==> src/rtl/hcr_pkg.sv <==
package hcr_pkg;
  localparam int unsigned REG_W = 32;

  localparam int unsigned B_RXB   = 3;
  localparam int unsigned B_WLO   = 4;
  localparam int unsigned B_CLK   = 6;
  localparam int unsigned B_PWR   = 7;
  localparam int unsigned B_HARD  = 8;
  localparam int unsigned B_FAST  = 9;
  localparam int unsigned B_LED   = 10;
  localparam int unsigned B_RXA   = 14;
  localparam int unsigned B_REQ   = 15;
  localparam int unsigned B_TXD   = 18;

  typedef enum logic [1:0] {
    WID_SERIAL = 2'd0,
    WID_PAR4   = 2'd1,
    WID_BAD    = 2'd2,
    WID_PAR8   = 2'd3
  } width_e;

  typedef struct packed {
    logic   rx_a;
    logic   rx_b;
    logic   tx_dly;
    logic   fast;
    logic   led;
    logic   pwr;
    logic   clk_on;
    width_e width;
  } cfg_t;
endpackage

==> src/rtl/hcr_field_reg.sv <==
module hcr_field_reg
  import hcr_pkg::*;
(
  input  logic             clk,
  input  logic             rst_n,
  input  logic             wr_en,
  input  logic [REG_W-1:0] wr_data,
  input  logic             hard_done,
  output cfg_t             cfg
);
  cfg_t   cfg_q;
  width_e wr_width;

  assign wr_width = width_e'(wr_data[B_WLO+1:B_WLO]);

  always_ff @(posedge clk or negedge rst_n) begin
    if (!rst_n) begin
      cfg_q <= '0;
    end else begin
      if (wr_en) begin
        cfg_q.rx_a   <= wr_data[B_RXA];
        cfg_q.rx_b   <= wr_data[B_RXB];
        cfg_q.tx_dly <= wr_data[B_TXD];
        cfg_q.fast   <= wr_data[B_FAST];
        cfg_q.pwr    <= wr_data[B_PWR];
        cfg_q.clk_on <= wr_data[B_CLK];
        cfg_q.led    <= wr_data[B_LED];
        if (wr_width != WID_BAD) cfg_q.width <= wr_width;
      end
      if (hard_done) begin
        cfg_q.width <= WID_SERIAL;
        cfg_q.led   <= 1'b0;
      end
    end
  end

  assign cfg = cfg_q;

  AST_WIDTH_LEGAL: assert property (@(posedge clk) disable iff (!rst_n)
    cfg_q.width != WID_BAD);
  AST_HARD_WIPE: assert property (@(posedge clk) disable iff (!rst_n)
    hard_done |=> (cfg_q.width == WID_SERIAL && !cfg_q.led));
  AST_HARD_KEEPS_PWR: assert property (@(posedge clk) disable iff (!rst_n)
    (hard_done && !wr_en) |=> (cfg_q.pwr == $past(cfg_q.pwr)));
endmodule

==> src/rtl/hcr_reset_seq.sv <==
module hcr_reset_seq #(
  parameter int unsigned STAGE_CYCLES = 4
) (
  input  logic clk,
  input  logic rst_n,
  input  logic clk_en,
  input  logic set_req,
  input  logic set_hard,
  input  logic req_ack,
  input  logic hard_ack,
  output logic req_bit,
  output logic hard_bit,
  output logic req_pulse,
  output logic hard_pulse,
  output logic hard_done
);
  localparam int unsigned CW = (STAGE_CYCLES < 2) ? 1 : $clog2(STAGE_CYCLES);
  localparam logic [CW-1:0] LAST = CW'(STAGE_CYCLES - 1);

  logic [CW-1:0] cnt_q;
  logic          req_q, hard_q;
  logic          req_run, hard_run, expired, req_fin, hard_fin;

  assign req_run  = req_q & clk_en;
  assign hard_run = hard_q & ~req_q & clk_en;
  assign expired  = (cnt_q == LAST);
  assign req_fin  = req_run & expired & req_ack;
  assign hard_fin = hard_run & expired & hard_ack;

  always_ff @(posedge clk or negedge rst_n) begin
    if (!rst_n) begin
      cnt_q  <= '0;
      req_q  <= 1'b0;
      hard_q <= 1'b0;
    end else begin
      req_q  <= req_fin  ? set_req  : (req_q  | set_req);
      hard_q <= hard_fin ? set_hard : (hard_q | set_hard);
      if (req_fin || hard_fin || (set_req && !req_q))
        cnt_q <= '0;
      else if ((req_run || hard_run) && !expired)
        cnt_q <= cnt_q + 1'b1;
    end
  end

  assign req_bit    = req_q;
  assign hard_bit   = hard_q;
  assign req_pulse  = req_run;
  assign hard_pulse = hard_run;
  assign hard_done  = hard_fin;

  AST_HARD_AFTER_REQ: assert property (@(posedge clk) disable iff (!rst_n)
    hard_pulse |-> !req_bit);
  AST_NO_SW_CLEAR: assert property (@(posedge clk) disable iff (!rst_n)
    (req_bit && !req_pulse) |=> req_bit);
  AST_HOLD_NO_ACK: assert property (@(posedge clk) disable iff (!rst_n)
    (req_pulse && !req_ack) |=> req_bit);
  AST_GATED_BY_CLK: assert property (@(posedge clk) disable iff (!rst_n)
    (req_pulse || hard_pulse) |-> clk_en);
endmodule

==> src/rtl/hcr_host_ctrl.sv <==
module hcr_host_ctrl
  import hcr_pkg::*;
#(
  parameter int unsigned STAGE_CYCLES = 4
) (
  input  logic        clk,
  input  logic        rst_n,
  input  logic        wr_en,
  input  logic [31:0] wr_data,
  output logic [31:0] rd_data,
  input  logic        req_ack,
  input  logic        hard_ack,
  output logic        rst_req_pulse,
  output logic        rst_hard_pulse,
  output logic        pwr_en,
  output logic        card_clk_en,
  output logic        fast_clk,
  output logic        led_on,
  output logic [1:0]  bus_width,
  output logic        rx_opt_a,
  output logic        rx_opt_b,
  output logic        tx_delay_en
);
  cfg_t cfg;
  logic req_bit, hard_bit, hard_done;

  hcr_field_reg u_fields (
    .clk       (clk),
    .rst_n     (rst_n),
    .wr_en     (wr_en),
    .wr_data   (wr_data),
    .hard_done (hard_done),
    .cfg       (cfg)
  );

  hcr_reset_seq #(.STAGE_CYCLES(STAGE_CYCLES)) u_seq (
    .clk        (clk),
    .rst_n      (rst_n),
    .clk_en     (cfg.clk_on),
    .set_req    (wr_en & wr_data[B_REQ]),
    .set_hard   (wr_en & wr_data[B_HARD]),
    .req_ack    (req_ack),
    .hard_ack   (hard_ack),
    .req_bit    (req_bit),
    .hard_bit   (hard_bit),
    .req_pulse  (rst_req_pulse),
    .hard_pulse (rst_hard_pulse),
    .hard_done  (hard_done)
  );

  always_comb begin
    rd_data               = '0;
    rd_data[B_RXB]        = cfg.rx_b;
    rd_data[B_WLO+1:B_WLO] = cfg.width;
    rd_data[B_CLK]        = cfg.clk_on;
    rd_data[B_PWR]        = cfg.pwr;
    rd_data[B_HARD]       = hard_bit;
    rd_data[B_FAST]       = cfg.fast;
    rd_data[B_LED]        = cfg.led;
    rd_data[B_RXA]        = cfg.rx_a;
    rd_data[B_REQ]        = req_bit;
    rd_data[B_TXD]        = cfg.tx_dly;
  end

  assign pwr_en      = cfg.pwr;
  assign card_clk_en = cfg.clk_on;
  assign fast_clk    = cfg.fast;
  assign led_on      = cfg.led;
  assign bus_width   = cfg.width;
  assign rx_opt_a    = cfg.rx_a;
  assign rx_opt_b    = cfg.rx_b;
  assign tx_delay_en = cfg.tx_dly;

  AST_PULSES_EXCL: assert property (@(posedge clk) disable iff (!rst_n)
    !(rst_req_pulse && rst_hard_pulse));
endmodule

==> config.mk <==
export PLATFORM = sky130hd
export DESIGN_NAME = hcr_host_ctrl
export DESIGN_NICKNAME = d
export VERILOG_FILES = /design/src/rtl/hcr_pkg.sv /design/src/rtl/hcr_field_reg.sv /design/src/rtl/hcr_reset_seq.sv /design/src/rtl/hcr_host_ctrl.sv
export SDC_FILE = /design/constraint.sdc
export NUM_CORES = 1
export LEC_CHECK = 0
export BUFFER_PORTS_ARGS = -buffer_cell sky130_fd_sc_hd__buf_4
export CORE_ASPECT_RATIO = 0.9
export CORE_UTILIZATION = 35
export CTS_BUF_LIST = sky130_fd_sc_hd__clkbuf_16
export DETAILED_ROUTE_END_ITERATION = 8
export PLACE_DENSITY = 0.87
export SLEW_MARGIN = 10
export SYNTH_ARGS = -nofsm -noshare
export SYNTH_HDL_FRONTEND = slang
export SYNTH_SLANG_ARGS = --single-unit
==> constraint.sdc <==
create_clock -name clk -period 2.4 [get_ports clk]
set_input_delay 0.48 -clock clk [delete_from_list [all_inputs] [get_ports clk]]
set_output_delay 0.48 -clock clk [all_outputs]
set_load 0.03 [all_outputs]
==> flow_summary.json <==
{
  "critPathLaunchType": "register",
  "ctsHoldBuffers": 0,
  "syn_avg_cell_area_um2": 10.0,
  "path_cells": "nor3b_1 > buf_4",
  "cts_sinks": 13,
  "reg2reg_slack_ps": 860,
  "synth_area_leaders": "dfrtp_1 (40%), buf_4 (29%), mux2_2 (8.2%), mux2i_1 (2.4%), nand2_1 (2.3%)",
  "core_mm2": 0.00220,
  "ios": 80,
  "syn-cell-area_um2": 821,
  "ys_seq_area_share_pct": 39.6,
  "async_reset_ff_share_pct": 100,
  "endpoint_kind": "primary output",
  "crit_type": "reg2out",
  "track_usage_pct": 11.9,
  "clock_path_buffers": 2,
  "vias": 596,
  "finalHoldViolations": 0,
  "synth-edff-count": 0,
  "drv_cap": 0,
  "finalSetupViolations": 0,
  "drive_above_1_share_pct": 43.6,
  "critical_path.top_delay_family": "flip-flops",
  "vias_per_cell": 4.35,
  "worst-path-buf-inv": 1,
  "synth_commonest_cells": "buf_4 (32), dfrtp_1 (13), mux2_2 (6)",
  "syn_to_final_growth_pct": 26.8,
  "fin_skew_ps": 1.19,
  "yosysMostFrequentCell": "buf_4",
  "insertion_delay_ps": 240,
  "maxSlewViolCount": 0,
  "pre_cts_ws_ps": 856,
  "rr_startpoint": "u_seq.cnt_q[0]",
  "n_antenna_cell": 0,
  "finalPower_uw": 933,
  "die_height_um": 47.9,
  "grt_max_degree": 14,
  "postCtsSetupBuffers": 0,
  "synth-main-ff-cell": "dfrtp_1",
  "start_util_pct": 37.3,
  "synth_top_area_share_pct": 39.6,
  "clkTransAtPathRegs_ps": 40,
  "die_x_um": 53.0,
  "htree_num_levels": 1,
  "status": "complete, no violations",
  "drtIter0Drc": 3,
  "hold_slack_ps": 75.0,
  "fin_crit_ps": 1610,
  "cts_root_buf": "clkbuf_16",
  "crit_fanout": 8,
  "wl_per_cell_um": 11.2,
  "cts_buffers": 3,
  "ctsResizeCount": 0,
  "p_per_area_mw_per_mm2": 897,
  "ys_types": 23,
  "timing.rr.end": "u_seq.hard_bit",
  "crit_path_max_incr_delay_ps": 480,
  "antenna_found_initial": 0,
  "setup_tns_ps": 0,
  "cp_slowest_cell": "dfrtp_1",
  "wl_um": 1540,
  "stdcell_count": 137,
  "die_area_mm2": 0.00254,
  "fin_crit_sh_pct": 67.0,
  "num_rows": 16,
  "n_fill_cell": 205,
  "port_buffers": 37,
  "rsz0062_at_grt": "no",
  "tightest_slew_ps": 708,
  "relSlewSlack_pct": 52.5,
  "critPathArrivalTime_ps": 1130,
  "grt_pass1_vias": 451,
  "ant_nets": 0,
  "ff2ff_path_depth": 4,
  "drt-pass1-iter-count": 2,
  "grt_pass1_wl_um": 2020,
  "gp_congestion": 0.605,
  "grt_overflow": 0,
  "holdCritPathClass": "in2async",
  "ir_drop_mv": 0.406,
  "cellLeakagePower_uw": 0.000550,
  "drc_errors": 0,
  "synthCells": 82,
  "cp.required_ps": 1920,
  "fmax_mhz": 622,
  "cts_tree": "built",
  "dp_cells": 133,
  "synth_seq_cells": 13,
  "fin_ws_ps": 792,
  "ys_warn_count": 0,
  "final_nets": 149,
  "hpwl_um": 1160,
  "yosys.area.top_type": "dfrtp_1"
}
[layer usage]
metal  GRT usage (%)  wire length [um]  up-vias
met5               0                 0        -
met4            7.89                19        0
met3            1.90               105        2
met2            21.0               827       39
met1            13.7               583      282
li1                -                 -      273
[kinds of logic (layout without fill, tap and decap cells)]
logic type / count (synthesis) / after routing / synth area share [%]
buf+inv: 34 / 42 / 30.3
flops: 13 / 13 / 39.6
other cells: 1 / 21 / 0.457
compound gates: 7 / 7 / 6.10
simple gates: 18 / 18 / 11.3
mux: 8 / 8 / 10.7
fa+ha+maj: 1 / 1 / 1.52
[registers in the layout, indices dropped and copies added (netlist names)]
name / cells
u_fields.cfg: 9
u_seq.cnt_q: 2
u_seq.hard_bit: 1
u_seq.req_bit: 1
[cells in the final DEF (no fill, tap or decap)]
| master | n |
|---|---|
| a22oi_1 | 1 |
| nand2_1 | 5 |
| inv_1 | 2 |
| conb_1 | 21 |
| a211oi_1 | 1 |
| or3_1 | 1 |
| dfrtp_1 | 13 |
| clkbuf_16 | 3 |
| nand2b_2 | 1 |
| nand3_1 | 2 |
| buf_4 | 37 |
| nor3b_1 | 1 |
| a21o_1 | 1 |
| a211oi_2 | 1 |
| and2_1 | 1 |
| or3b_1 | 1 |
| ha_1 | 1 |
| nor3_1 | 1 |
| nand2b_1 | 1 |
| mux2_2 | 6 |
| mux2i_1 | 2 |
| o21ai_0 | 3 |
| nor2_1 | 4 |
[how the worst max path moves through the flow]
stage                           endpoint  slack [ps]             from  cells after the start
after floorplan           rst_hard_pulse         540  u_fields.cfg[2]                      1
after global placement    u_seq.hard_bit         910         hard_ack                      4
after global routing      u_seq.hard_bit         650   u_seq.cnt_q[0]                      4
after CTS                 rst_hard_pulse         780  u_fields.cfg[2]                      2
after detailed placement  u_seq.hard_bit         860   u_seq.cnt_q[0]                      4
final                     rst_hard_pulse         790  u_fields.cfg[2]                      2
[power by group]
group / switching (uW) / internal (uW)
Clock: 91.3 / 220
Combinational: 200 / 129
Sequential: 34.9 / 258
[through the flow]
stage                     cell area, um^2  utilization (%)
after global placement                962             43.7
after detailed placement              962             43.7
final                                1040             47.3
after global routing                 1040             47.3
after floorplan                       896                -
after CTS                            1040             47.3
[layout make-up]
cell class,count,area [um^2],share of cell area (%)
sequential,13,325,31.2
tap,27,33.8,3.25
clock inverter,1,3.75,0.361
inverter,1,3.75,0.361
clock buffer,3,75.1,7.21
timing repair buffer,37,278,26.7
multi-input combinational,55,322,30.9
Power figures use the tool's default switching activity.
